File: src/rtl/dtg_pkg.sv
package dtg_pkg;
  localparam int unsigned CODE_W = 8;
  localparam int unsigned LEN_W  = 10;  // max (32+31)*16 = 1008
  typedef logic [CODE_W-1:0] dt_code_t;
  typedef logic [LEN_W-1:0]  dt_len_t;
endpackage

File: src/rtl/dtg_decode.sv
module dtg_decode
  import dtg_pkg::*;
(
  input  dt_code_t code_i,
  output dt_len_t  len_o
);
  always_comb begin
    casez (code_i[7:5])
      3'b0??:  len_o = dt_len_t'(code_i[6:0]);
      3'b10?:  len_o = dt_len_t'({1'b1, code_i[5:0], 1'b0});       // (64+x)*2
      3'b110:  len_o = dt_len_t'({1'b1, code_i[4:0], 3'b000});     // (32+x)*8
      default: len_o = dt_len_t'({1'b1, code_i[4:0], 4'b0000});    // (32+x)*16
    endcase
  end
endmodule

File: src/rtl/dtg_chan.sv
module dtg_chan
  import dtg_pkg::*;
(
  input  logic    clk_i,
  input  logic    rst_ni,
  input  logic    tick_i,
  input  logic    ref_i,
  input  dt_len_t len_i,
  output logic    oc_o,
  output logic    ocn_o
);
  logic    ref_q, first_q, oc_q, ocn_q;
  dt_len_t cnt_q;
  logic    edge_w;

  assign edge_w = first_q | (ref_i ^ ref_q);

  always_ff @(posedge clk_i or negedge rst_ni) begin
    if (!rst_ni) begin
      ref_q   <= 1'b0;
      first_q <= 1'b1;
      cnt_q   <= '0;
      oc_q    <= 1'b0;
      ocn_q   <= 1'b0;
    end else begin
      first_q <= 1'b0;
      ref_q   <= ref_i;
      if (edge_w) begin
        if (len_i == '0) begin
          oc_q  <= ref_i;
          ocn_q <= ~ref_i;
          cnt_q <= '0;
        end else begin
          oc_q  <= 1'b0;
          ocn_q <= 1'b0;
          cnt_q <= len_i;
        end
      end else if ((cnt_q != '0) && tick_i) begin
        cnt_q <= cnt_q - 1'b1;
        if (cnt_q == dt_len_t'(1)) begin
          oc_q  <= ref_q;
          ocn_q <= ~ref_q;
        end
      end
    end
  end

  assign oc_o  = oc_q;
  assign ocn_o = ocn_q;
endmodule

File: src/rtl/deadtime_gen.sv
module deadtime_gen
  import dtg_pkg::*;
(
  input  logic              clk_i,
  input  logic              rst_ni,
  input  logic              dt_tick_i,
  input  logic              ref_i,
  input  logic [CODE_W-1:0] dt_code_i,
  output logic              oc_o,
  output logic              ocn_o
);
  dt_len_t len_w;

  dtg_decode u_dec (
    .code_i (dt_code_i),
    .len_o  (len_w)
  );

  dtg_chan u_chan (
    .clk_i  (clk_i),
    .rst_ni (rst_ni),
    .tick_i (dt_tick_i),
    .ref_i  (ref_i),
    .len_i  (len_w),
    .oc_o   (oc_o),
    .ocn_o  (ocn_o)
  );
endmodule

File: config.mk
export PLATFORM = sky130hd
export DESIGN_NAME = deadtime_gen
export DESIGN_NICKNAME = d
export VERILOG_FILES = /design/src/rtl/dtg_pkg.sv /design/src/rtl/dtg_decode.sv /design/src/rtl/dtg_chan.sv /design/src/rtl/deadtime_gen.sv
export SDC_FILE = /design/constraint.sdc
export NUM_CORES = 1
export LEC_CHECK = 0
export BUFFER_PORTS_ARGS = -buffer_cell sky130_fd_sc_hd__buf_2
export CORE_MARGIN = 8
export CORE_UTILIZATION = 40
export DETAILED_ROUTE_END_ITERATION = 10
export MAX_ROUTING_LAYER = met4
export SLEW_MARGIN = 25
export SYNTH_ARGS = -nofsm -noshare
export SYNTH_HDL_FRONTEND = slang
export SYNTH_HIERARCHICAL = 1
export SYNTH_SLANG_ARGS = --single-unit
File: constraint.sdc
create_clock -name clk_i -period 3.9 [get_ports clk_i]
set_clock_uncertainty 0.05 [all_clocks]
set_input_delay 0 -clock clk_i [delete_from_list [all_inputs] [get_ports clk_i]]
set_output_delay 0 -clock clk_i [all_outputs]
set_load 0.05 [all_outputs]
* After elaboration in Yosys (flattened, before gate mapping)
Index checks and enable logic that the tools add are counted.
** Cells by class
- Add/sub/neg operators :: 1
- Eq/ne operators :: 3
- Multiplexer cells :: 12
- Bitwise logic cells :: 5
- Reduce and logical (&&, ||, !) cells :: 6
** Operators with widths (count)
- 10-bit two-way mux :: 3
- 10-bit case mux with 3 select lines :: 1
- 10-bit by 1-bit == test with 1-bit output (second input constant) :: 1
- 10-bit logical NOT :: 1
- 10-bit nonzero test :: 1
- 10-bit by 1-bit subtractor with 10-bit output (second input constant) :: 1
- 1-bit two-way mux :: 8
- 2-bit nonzero test :: 2
- 3-bit == test (second input constant) :: 1
- 1-bit inverter :: 3
- 2-bit == test (second input constant) :: 1
- 2-bit AND reduction :: 1
- 1-bit logical AND :: 1
- 1-bit bitwise OR :: 1
- 1-bit bitwise XOR :: 1
** Storage, ports and cells
- Flip-flop bits (word level) :: 14
- Bits of input ports :: 12
- Logic and storage cells :: 32

* Logic depth before layout (Yosys ltp)
- Word-level depth :: 5
- Depth in mapped cells :: 8
- Depth with buffers taken out :: 7

* Hierarchy
Netlist, hierarchy kept.
** Modules (own cells, without submodules)
- dtg_chan :: times used 1, cells an instance 97, area each 867.1 um2
- dtg_decode :: times used 1, cells an instance 32, area each 210.2 um2

* Worst setup path before layout
No wires, ideal clock.
- Path type :: register -> register
- Start :: register u_chan.cnt_q[0]
- End :: register u_chan.oc_q, in the netlist u_chan/oc_o
- Setup time :: 0.128 ns
- Data arrival time :: 1.362 ns
- Data required time :: 3.722 ns
- Path slack :: 2.361 ns
- Cell stages (with the launch flop) :: 6
- Buffers on the path :: 0
- Period minus slack after synthesis :: 1.539 ns
- Cell sequence :: dfrtp_1 -> inv_1 -> ha_1 -> nand4b_1 -> o21ai_1 -> mux2_1
** Between the ends
- Cells in the longest elaborated chain, start to end :: 4
- Elaborated cells between the ends (all ways) :: 6
** RTL lines
- from (decl) :: RTL line dtg_chan.sv:13 : dt_len_t cnt_q;
- from (signal assigned) :: RTL line dtg_chan.sv:36 : cnt_q <= len_i;
- from (signal assigned) :: RTL line dtg_chan.sv:39 : cnt_q <= cnt_q - 1'b1;
- 10-bit nonzero test :: RTL line dtg_chan.sv:38 : end else if ((cnt_q != '0) && tick_i) begin
- 1-bit logical AND :: RTL line dtg_chan.sv:38
- 2-bit nonzero test (no source line)
- 2-bit AND reduction (no source line) *
- to (signal assigned) :: RTL line dtg_chan.sv:30 : oc_q <= ref_i;
- to (signal assigned) :: RTL line dtg_chan.sv:41 : oc_q <= ref_q;
- to (decl) :: RTL line dtg_chan.sv:12 : logic ref_q, first_q, oc_q, ocn_q;
Mark *: on every way between the ends. The rest lies on a longest branch, timed or not.
A chain may end at the register's enable or synchronous reset.

* Final worst setup path
- Start :: register u_chan.ref_q
- End :: register u_chan.oc_q, in the netlist u_chan/oc_o
** Between the ends
- Cells in the longest elaborated chain, start to end :: 4
- Elaborated cells between the ends (all ways) :: 8
** RTL lines
- from (decl) :: RTL line dtg_chan.sv:12
- from (signal assigned) :: RTL line dtg_chan.sv:27 : ref_q <= ref_i;
- 1-bit bitwise XOR :: RTL line dtg_chan.sv:16 : assign edge_w = first_q | (ref_i ^ ref_q);
- 1-bit bitwise OR :: RTL line dtg_chan.sv:16
- 2-bit nonzero test (no source line)
- 2-bit AND reduction (no source line)
Several ways; a longest one is shown, not always the timed one. The select of a mux whose other input is x is not followed.

==> impl_summary.log <==
INFO  metric crit_path_cell_trace = xor2_1, nor2_1, o21ai_1, mux2_1
INFO  metric synth_adder_area_share = 2.32%
INFO  metric via_count_of_the_first_global_routing_pass = 961
INFO  metric path_clk_slew = 0.09 ns
INFO  metric status = completed
INFO  metric synthMuxAreaShare = 4.99%
INFO  metric place_worst_setup_slack = 2.10 ns
INFO  metric async_reset_ff_share = 100%
INFO  metric initial_utilization = 40.5%
INFO  metric num_antenna_cells = 0
INFO  metric post_layout_nonfiller_instances = 174
INFO  metric cellPowerDensity = 330 nW/µm²
INFO  metric cts_tree = built
INFO  metric yosysSeqAreaShare = 32.6%
INFO  metric bufs_on_longest_clock_path = 2
INFO  metric grt_start_max_net_pins = 15
INFO  metric critPathSlowestCell = sky130_fd_sc_hd__nor2_1
INFO  metric post_cts.repair.setup_buffers = 0
INFO  metric startpoint_type_of_the_worst_setup_path = flip-flop
INFO  metric multi_input_comb_area = 649 µm²
INFO  metric wl = 2460 µm
INFO  metric layout.filler_cells = 275
INFO  metric most_common_cell_after_layout_fill_and_taps_aside = sky130_fd_sc_hd__nand2_1
INFO  metric synth_top_family_by_area = simple AND/OR/NAND/NOR gates
INFO  metric first_pass_grt_wire_length = 4170 µm
INFO  metric setup_viol = 0
INFO  metric mostFrequentLayoutCells = 16 x sky130_fd_sc_hd__nand2_1, 13 x sky130_fd_sc_hd__buf_2, 13 x sky130_fd_sc_hd__dfrtp_1, 11 x sky130_fd_sc_hd__nor2_1, 10 x sky130_fd_sc_hd__inv_1
INFO  metric die-height = 67.9 µm
INFO  metric max_freq = 555 MHz
INFO  metric fin_crit_sh = 46.2%
INFO  metric port_buffers = 13
INFO  metric post_cts_resize_count = 0
INFO  metric synth_warnings = 6
INFO  metric drv_cap = 0
INFO  metric ctsRootBufferMaster = sky130_fd_sc_hd__clkbuf_4
INFO  metric remaining_drc_errors = 0
INFO  metric die_w = 67.9 µm
INFO  metric synth-seq-cells = 14
INFO  metric hold_viol_final = 0
INFO  metric grt_overflow_total = 0
INFO  metric std_cell_rows = 19
INFO  metric finish.net_count = 158
INFO  metric synthesis.area_per_instance = 8.35 µm²
INFO  metric mappedNetlistArea = 1080 µm²
INFO  metric tightestPinTransition = 0.624 ns
INFO  metric cp_arrival = 1.91 ns
INFO  metric grt_antenna_before_repair = 0
INFO  metric compound_gate_portion_of_the_synthesized_area = 21.3%
INFO  metric ctsHtreeMaxLevel = 1
INFO  metric first_iter_violations = 39
INFO  metric finalWeightedCongestion = 0.858
INFO  metric slew-limit-headroom = 58.2%
INFO  metric cp-end-kind = flip-flop
INFO  metric ant_nets = 0
INFO  metric placed_cells = 168
INFO  metric final_setup_margin = 2.10 ns
INFO  metric synth_enable_flop_cells = 0
INFO  metric required = 4.01 ns
INFO  metric hold_path.class = in2reg
INFO  metric sequential_cell_area = 352 µm²
INFO  metric dr.pass1.iters = 4
INFO  metric critPathKind = reg2reg
INFO  metric groute.usage.overall = 11.9%
INFO  metric design.portCount = 14
INFO  metric totalNegativeSetupSlack = 0 ns
INFO  metric vias_per_cell = 5.73
INFO  metric vias = 997
INFO  metric ys.flop_type = sky130_fd_sc_hd__dfrtp_1
INFO  metric unrepaired_setup_endpoints_after_global_routing = false
INFO  metric peak_per_stage_delay_on_the_critical_path = 0.49 ns
INFO  metric period_needed = 1.80 ns
INFO  metric share_of_synthesized_cell_area_in_and_or_nand_and_nor_gates = 28.9%
INFO  metric synth.net_count = 143
INFO  metric synth_cell_types = 48
INFO  metric netlist_instances = 129
INFO  metric cts.sinks = 14
INFO  metric dpl.hpwl = 1910 µm
INFO  metric areaGrowthSynthToFinish = 11.6%
INFO  metric path_max_fanout = 11
INFO  metric numCtsBuffers = 3
INFO  metric timing_max_transition_violations_final = 0
INFO  metric leakage = 0.515 nW
INFO  metric clock_latency = 0.27 ns
INFO  metric wl_per_cell = 14.1 µm
INFO  metric cts-hold-fix-buffers = 2
INFO  metric vdd_drop_max = 0.231 mV
INFO  metric fp.coreArea = 2660 µm²
INFO  metric post_route_cells_drive_above_1_share = 21.0%
INFO  metric die-area = 4610 µm²
INFO  metric synthXorXnorAreaFrac = 2.44%
## sequential cells by signal, indices dropped and copies added (netlist names)
name,count
u_chan/ref_q,1
u_chan/ocn_o,1
u_chan/first_q,1
u_chan/cnt_q,10
u_chan/oc_o,1
## worst paths after layout
kind	start	end	slack (ns)	depth (start not counted)
max	u_chan/ref_q	u_chan/oc_o	2.10	4
min	dt_tick_i	u_chan/cnt_q[9]	0.08	4
max reg2reg	u_chan/ref_q	u_chan/oc_o	2.10	4
min reg2reg	u_chan/ocn_o	u_chan/ocn_o	0.45	1
max in group asynchronous	rst_ni	u_chan/first_q	3.42	2
min in group asynchronous	rst_ni	u_chan/cnt_q[8]	0.09	2
## critical path: cells and delay by family, from the launching register on
kind / cells / cell delay (ns)
xor gates and xnor gates: 1 / 0.18
DFF: 1 / 0.39
AOI/OAI and AO/OA: 1 / 0.22
muxes: 1 / 0.35
and+or+nand+nor: 1 / 0.49
## stage by stage
stage | hold slack (ns) | utilization [%] | power, mW | instance area, µm²
after floorplan | -0.346 | - | 0.264 | 1080
after global placement | -0.131 | 43.0 | 0.293 | 1150
after detailed placement | -0.135 | 43.0 | 0.294 | 1150
after CTS | 0.0776 | 45.2 | 0.401 | 1200
after global routing | 0.108 | 45.2 | 0.424 | 1200
final | 0.0826 | 45.2 | 0.396 | 1200
## logic make-up (layout without fill, tap and decap cells)
logic type,Yosys count,in the layout
flops,14,14
compound gates,34,34
fa+ha+maj,2,2
simple gates,54,54
other cells,1,1
xor+xnor,3,3
buf+inv,16,30
mux,5,5
## cell usage after synthesis, types with 3 or more instances
cell type	number	area, µm²
sky130_fd_sc_hd__a21oi_1	7	35.0
sky130_fd_sc_hd__a31oi_1	4	25.0
sky130_fd_sc_hd__dfrtp_1	13	325
sky130_fd_sc_hd__inv_1	10	37.5
sky130_fd_sc_hd__nand2_1	16	60.1
sky130_fd_sc_hd__nand3_1	3	15.0
sky130_fd_sc_hd__nand4_1	5	31.3
sky130_fd_sc_hd__nor2_1	11	41.3
sky130_fd_sc_hd__o21ai_0	6	30.0
sky130_fd_sc_hd__o21ai_1	3	15.0
sky130_fd_sc_hd__o22ai_1	3	18.8
## report_power, final
group,internal (mW),switching [mW]
Clock,0.0567,0.0458
Combinational,0.0450,0.0690
Sequential,0.161,0.0189
Total,0.263,0.134
## metal layers
metal / GRT usage, % / wire, µm / up-vias
li1: - / - / 500
met1: 14.7 / 1140 / 466
met2: 19.3 / 1180 / 25
met3: 1.96 / 89 / 6
met4: 3.84 / 43 / 0
met5: - / 0 / -
## layout make-up
| class | instances | area share (%) |
|---|---|---|
| clock buffers | 4 | 3.02 |
| multi-input cells | 99 | 54.0 |
| repair buffers | 15 | 7.08 |
| well taps | 31 | 3.23 |
| flip-flops and latches | 14 | 29.2 |
| inverters | 11 | 3.43 |
Power figures use the tool's default switching activity.
